[src/rtl/acu_pkg.sv]
package acu_pkg;
  localparam int SAT_BIT = 0;
  localparam int N_BIT   = 8;
  localparam int Z_BIT   = 9;
  localparam int C_BIT   = 10;
  localparam int SV_BIT  = 11;
  localparam int E_BIT   = 12;
  localparam int SL_BIT  = 13;
  localparam logic [15:0] SW_MASK = 16'h3F01;

  typedef enum logic [2:0] {
    OP_NONE = 3'd0,
    OP_LOAD = 3'd1,
    OP_CMP  = 3'd2,
    OP_LSHR = 3'd3,
    OP_ASHR = 3'd4
  } acuOp_e;

  typedef struct packed {
    logic loadAcc;
    logic cmpFlags;
    logic shiftAcc;
    logic arithFill;
    logic swWrite;
  } acuStrobe_t;
endpackage

[src/rtl/acu_ctrl.sv]
module acu_ctrl
  import acu_pkg::*;
(
  input  logic       opValid,
  input  logic [2:0] opCode,
  input  logic       swWrEn,
  output acuStrobe_t strobe
);
  always_comb begin
    strobe = '0;
    strobe.swWrite = swWrEn;
    if (opValid) begin
      case (opCode)
        OP_LOAD: strobe.loadAcc  = 1'b1;
        OP_CMP:  strobe.cmpFlags = 1'b1;
        OP_LSHR: strobe.shiftAcc = 1'b1;
        OP_ASHR: begin
          strobe.shiftAcc  = 1'b1;
          strobe.arithFill = 1'b1;
        end
        default: strobe = '{default: 1'b0, swWrite: swWrEn};
      endcase
    end
  end
endmodule

[src/rtl/acu_datapath.sv]
module acu_datapath
  import acu_pkg::*;
#(
  parameter int EXT_W     = 8,
  parameter int WORD_W    = 16,
  parameter int CNT_W     = 5,
  parameter int MAX_SHIFT = 16,
  localparam int ACC_W    = EXT_W + 2 * WORD_W
) (
  input  logic              clk,
  input  logic              rstN,
  input  acuStrobe_t        strobe,
  input  logic [WORD_W-1:0] opLo,
  input  logic [WORD_W-1:0] opHi,
  input  logic [CNT_W-1:0]  shiftCnt,
  input  logic [WORD_W-1:0] swWrData,
  output logic [ACC_W-1:0]  accOut,
  output logic [WORD_W-1:0] swOut
);
  localparam int SIGN_LO = 2 * WORD_W - 1;

  logic [ACC_W-1:0]  accReg, accNext, opSext, diff, shifted;
  logic [WORD_W-1:0] swReg, swNext;
  logic [CNT_W-1:0]  effCnt;
  logic              borrow, extSignif;

  assign opSext = {{EXT_W{opHi[WORD_W-1]}}, opHi, opLo};
  assign {borrow, diff} = {1'b0, accReg} - {1'b0, opSext};
  assign effCnt = (shiftCnt > CNT_W'(MAX_SHIFT)) ? CNT_W'(MAX_SHIFT) : shiftCnt;

  always_comb begin
    if (strobe.arithFill) shifted = ACC_W'($signed(accReg) >>> effCnt);
    else                  shifted = accReg >> effCnt;
  end

  assign extSignif = !((&shifted[ACC_W-1:SIGN_LO]) || !(|shifted[ACC_W-1:SIGN_LO]));

  always_comb begin
    accNext = accReg;
    if (strobe.loadAcc)       accNext = opSext;
    else if (strobe.shiftAcc) accNext = shifted;
  end

  always_comb begin
    swNext = swReg;
    if (strobe.swWrite) begin
      swNext = swWrData & WORD_W'(SW_MASK);
    end else if (strobe.cmpFlags) begin
      swNext[N_BIT] = diff[ACC_W-1];
      swNext[Z_BIT] = (diff == '0);
      swNext[C_BIT] = borrow;
    end else if (strobe.shiftAcc) begin
      swNext[N_BIT] = shifted[ACC_W-1];
      swNext[Z_BIT] = (shifted == '0);
      swNext[C_BIT] = 1'b0;
      swNext[E_BIT] = extSignif;
    end
  end

  always_ff @(posedge clk or negedge rstN) begin
    if (!rstN) begin
      accReg <= '0;
      swReg  <= '0;
    end else begin
      accReg <= accNext;
      swReg  <= swNext;
    end
  end

  assign accOut = accReg;
  assign swOut  = swReg;
endmodule

[src/rtl/acu_top.sv]
module acu_top
  import acu_pkg::*;
#(
  parameter int EXT_W     = 8,
  parameter int WORD_W    = 16,
  parameter int CNT_W     = 5,
  parameter int MAX_SHIFT = 16
) (
  input  logic              clk,
  input  logic              rstN,
  input  logic              opValid,
  input  logic [2:0]        opCode,
  input  logic [WORD_W-1:0] opLo,
  input  logic [WORD_W-1:0] opHi,
  input  logic [CNT_W-1:0]  shiftCnt,
  input  logic              swWrEn,
  input  logic [WORD_W-1:0] swWrData,
  output logic [EXT_W-1:0]  accExt,
  output logic [WORD_W-1:0] accHigh,
  output logic [WORD_W-1:0] accLow,
  output logic [WORD_W-1:0] statusWord
);
  localparam int ACC_W = EXT_W + 2 * WORD_W;

  acuStrobe_t       strobe;
  logic [ACC_W-1:0] accAll;

  acu_ctrl u_ctrl (
    .opValid(opValid),
    .opCode (opCode),
    .swWrEn (swWrEn),
    .strobe (strobe)
  );

  acu_datapath #(
    .EXT_W(EXT_W), .WORD_W(WORD_W), .CNT_W(CNT_W), .MAX_SHIFT(MAX_SHIFT)
  ) u_dp (
    .clk     (clk),
    .rstN    (rstN),
    .strobe  (strobe),
    .opLo    (opLo),
    .opHi    (opHi),
    .shiftCnt(shiftCnt),
    .swWrData(swWrData),
    .accOut  (accAll),
    .swOut   (statusWord)
  );

  assign accExt  = accAll[ACC_W-1 -: EXT_W];
  assign accHigh = accAll[2*WORD_W-1 -: WORD_W];
  assign accLow  = accAll[WORD_W-1:0];
endmodule

[config.mk]
export PLATFORM = sky130hd
export DESIGN_NAME = acu_top
export DESIGN_NICKNAME = d
export VERILOG_FILES = /design/src/rtl/acu_pkg.sv /design/src/rtl/acu_ctrl.sv /design/src/rtl/acu_datapath.sv /design/src/rtl/acu_top.sv
export SDC_FILE = /design/constraint.sdc
export NUM_CORES = 1
export LEC_CHECK = 0
export ABC_CLOCK_PERIOD_IN_PS = 7200
export CAP_MARGIN = 0
export CORE_MARGIN = 1
export CORE_UTILIZATION = 54
export CTS_BUF_LIST = sky130_fd_sc_hd__clkbuf_16
export DETAILED_ROUTE_END_ITERATION = 12
export GPL_TIMING_DRIVEN = 1
export PLACE_DENSITY = 0.92
export SKIP_CTS_REPAIR_TIMING = 1
export SLEW_MARGIN = 20
export SYNTH_ARGS = -nofsm -noshare
export SYNTH_HDL_FRONTEND = slang
export SYNTH_SLANG_ARGS = --single-unit
[constraint.sdc]
create_clock -name clk -period 7.2 [get_ports clk]
set_input_delay 1.08 -clock clk [delete_from_list [all_inputs] [get_ports clk]]
set_output_delay 1.08 -clock clk [all_outputs]
set_load 0.005 [all_outputs]
==> results.md <==
* Run status: finished clean
* Clock buffer depth at 2
* Max IR drop VDD at 0.000119 V
* Final HPWL DP at 20400 µm
* First-pass GRT wire length at 41400 µm
* R2R Path End: u_dp.swOut[9]
* Final Core Density at 64.3%
* Placed Area at 8440 µm²
* Top-Level Pins at 116
* Initial Utilization at 56.0%
* TritonCTS clock tree: done
* Max stage delay on crit path at 0.82 ns
* Drt initial violations at 1252
* Crit share post-route at 72.6%
* Clock latency on the worst-skew pair at 0.29 ns
* Top post-synthesis cells by count: nand2_1 (142), o21ai_0 (97), a21oi_1 (84), mux2i_1 (71), nor2_1 (67)
* Syn avg cell area at 7.31 µm²
* Drt wl/cell at 21.8 µm
* Final setup violation count at 0
* Main synth FF type: dfrtp_1
* CTS clk-pin slew, worst paths at 0.06 ns
* Tot GR Track Use at 37.0%
* Layout area overhead at 14.9%
* Grt total ovfl at 0
* Pwr dens at 197 nW/µm²
* Vias at 8521
* Via/cell ratio at 6.87
* Hold depth at 1
* CTS buffer count at 5
* Design area at 8580 µm²
* #FFs+latches synth at 47
* Final clock skew at 0.00360 ns
* CP Launch Type: input port
* Residual DRC at 0
* Unrepaired setup endpoints after global routing: no
* Critical-path top delay cell: nand2b_2
* Max-cap check violation count at 0
* R2R cell count at 12
* Dominant cells by area after synthesis: dfrtp_1 (16%), mux2i_1 (9.5%), nand2_1 (7.1%)
* Initial antenna violation count at 0
* FP Rows at 42
* NumNets Final at 1165
* Chip height at 120 µm
* Post-synth top area share at 15.7%
* Hold Crit Class: flip-flop to flip-flop
* Post-synth cell types at 79
* Ant. Diodes at 0
* Slew @ Worst Pin at 1.12 ns
* Post-synthesis async set-or-reset flop share at 100%
* R2R Setup Slk at 2.91 ns
* Core box area at 13300 µm²
* Pin count of the biggest net entering global routing at 81
* Die Width at 120 µm
* Worst Path Required at 7.39 ns
* Buffers on Ports at 97
* Total negative slack at 0 ns
* Reg2reg start: u_dp.accOut[18]
* Number of global-route vias before repair at 7646
* Mapped Area at 7470 µm²
* Crit path kind: input port to flip-flop
* Syn Inst Count at 1021
* Register area share after synthesis at 15.7%
* Critical path fanouts, max at 52
* H-tree levels at 2
* Rel. slew slack at 24.0%
* Layout cells sized above 1 at 6.30%
* Final ANT Viol Nets at 0
* Number of synthesized flops with an enable pin at 0
* Max frequency at 191 MHz
* Minimum clock period at 5.23 ns
* CTS sink cnt at 47
* Routed Wire Length at 27100 µm
* Yosys warnings at 0
* Multi-input logic area at 5780 µm²
* Storage element area at 1180 µm²
* WHS Endpoint: u_dp.swOut[13]
* Root Buffer: clkbuf_16
* Critical-path cell list: clkdlybuf4s50_1 > buf_4 > nand2b_2 > mux4_2 > a221oi_1 > a222oi_1 > or4b_1 > nor4_1 > nand4_1 > o2bb2ai_1 > o41ai_2
* Fin. Hold Viols at 0
* Most frequent cell after synthesis: nand2_1
* GP Congestion at 1.02
* Hold_sp: u_dp.swOut[13]
* Static leakage at 3.70 nW
* DIE AREA at 14300 µm²
* Fillers at 1187
* Endpoint class of the critical path: flip-flop
* Router iterations before antenna repair at 6
* Final slew viol count at 0
* Arr. time, crit path at 5.42 ns
* Post-synth top area cell: dfrtp_1
## cell families (layout without fill, tap and decap cells)
group	Yosys count	after routing	share of synthesized area, %
adders and majority gates	40	40	6.70
buffers and inverters	133	168	7.54
other	1	9	0.0502
DFF	47	47	15.7
muxes	98	98	16.8
AOI/OAI and AO/OA	345	345	29.5
xor gates and xnor gates	19	19	2.23
and+or+nand+nor	338	338	21.5
## worst max path at each step
stage	start	to	slack, ns	cells past startpoint
6_report	shiftCnt[4]	u_dp.swOut[9]	1.97	11
5_1_grt	shiftCnt[4]	u_dp.swOut[9]	1.82	11
4_1_cts	shiftCnt[4]	u_dp.swOut[9]	2.04	11
3_5_place_dp	shiftCnt[4]	u_dp.swOut[9]	1.76	11
3_3_place_gp	shiftCnt[4]	u_dp.swOut[9]	1.78	11
2_1_floorplan	opHi[15]	u_dp.swOut[9]	3.06	13
## registers in the layout (all words and copies together) (netlist names)
signal,cells
u_dp.accOut,40
u_dp.swOut,7
## critical path: cells and delay by family
family / cells / cell delay (ns)
AOI/OAI and AO/OA: 4 / 0.97
buffers and inverters: 2 / 0.92
muxes: 1 / 0.62
and+or+nand+nor: 4 / 1.83
## cell usage in the layout, fill, tap and decap left out, types with 6 or more instances in the layout
| cell type | count |
|---|---|
| nand2_1 | 142 |
| o21ai_0 | 97 |
| clkdlybuf4s50_1 | 96 |
| a21oi_1 | 84 |
| mux2i_1 | 71 |
| nor2_1 | 67 |
| inv_1 | 49 |
| dfrtp_1 | 47 |
| ha_1 | 40 |
| mux4_2 | 21 |
| a211oi_1 | 20 |
| nand3_1 | 20 |
| nand4_1 | 20 |
| buf_4 | 16 |
| nor3_1 | 15 |
| o211ai_1 | 14 |
| o22ai_1 | 14 |
| o21a_1 | 14 |
| xnor2_1 | 14 |
| nand2b_1 | 11 |
| a31oi_1 | 10 |
| o221ai_1 | 10 |
| a21o_1 | 10 |
| nor2b_1 | 9 |
| and2_1 | 9 |
| conb_1 | 9 |
| o21ai_1 | 7 |
| mux2_2 | 6 |
| o2111ai_1 | 6 |
| nor4_1 | 6 |
## metal layers
metal	track usage (%)	part of all wire, %	up-vias
met5	0	0	-
met4	12.4	3.8	0
met3	5.66	11	96
met2	57.3	44	601
met1	52.3	41	3958
li1	-	-	3866
## where the power goes
group          switching, mW  total (mW)  internal [mW]
combinational          0.560        1.01          0.454
sequential             0.144       0.451          0.307
clock                 0.0967       0.222          0.125
total                  0.801        1.69          0.885
## through the flow
stage          cells  hold slack, ns  total power [mW]  setup slack (ns)
6_report        1240           0.517              1.69              1.97
5_1_grt         1240           0.535              1.78              1.82
3_5_place_dp    1234           0.506              1.43              1.76
3_3_place_gp    1234           0.490              1.41              1.78
4_1_cts         1240           0.519              1.65              2.04
2_1_floorplan   1029           0.505              1.06              3.06
## layout make-up
cell class | instances | area share [%]
multi-input combinational | 849 | 67.4
sequential | 47 | 13.7
timing repair buffer | 112 | 12.6
tap | 176 | 2.57
inverter | 50 | 2.19
clock buffer | 5 | 1.46
clock inverter | 1 | 0.0875
Note: power is estimated with default switching activity, not from simulation.
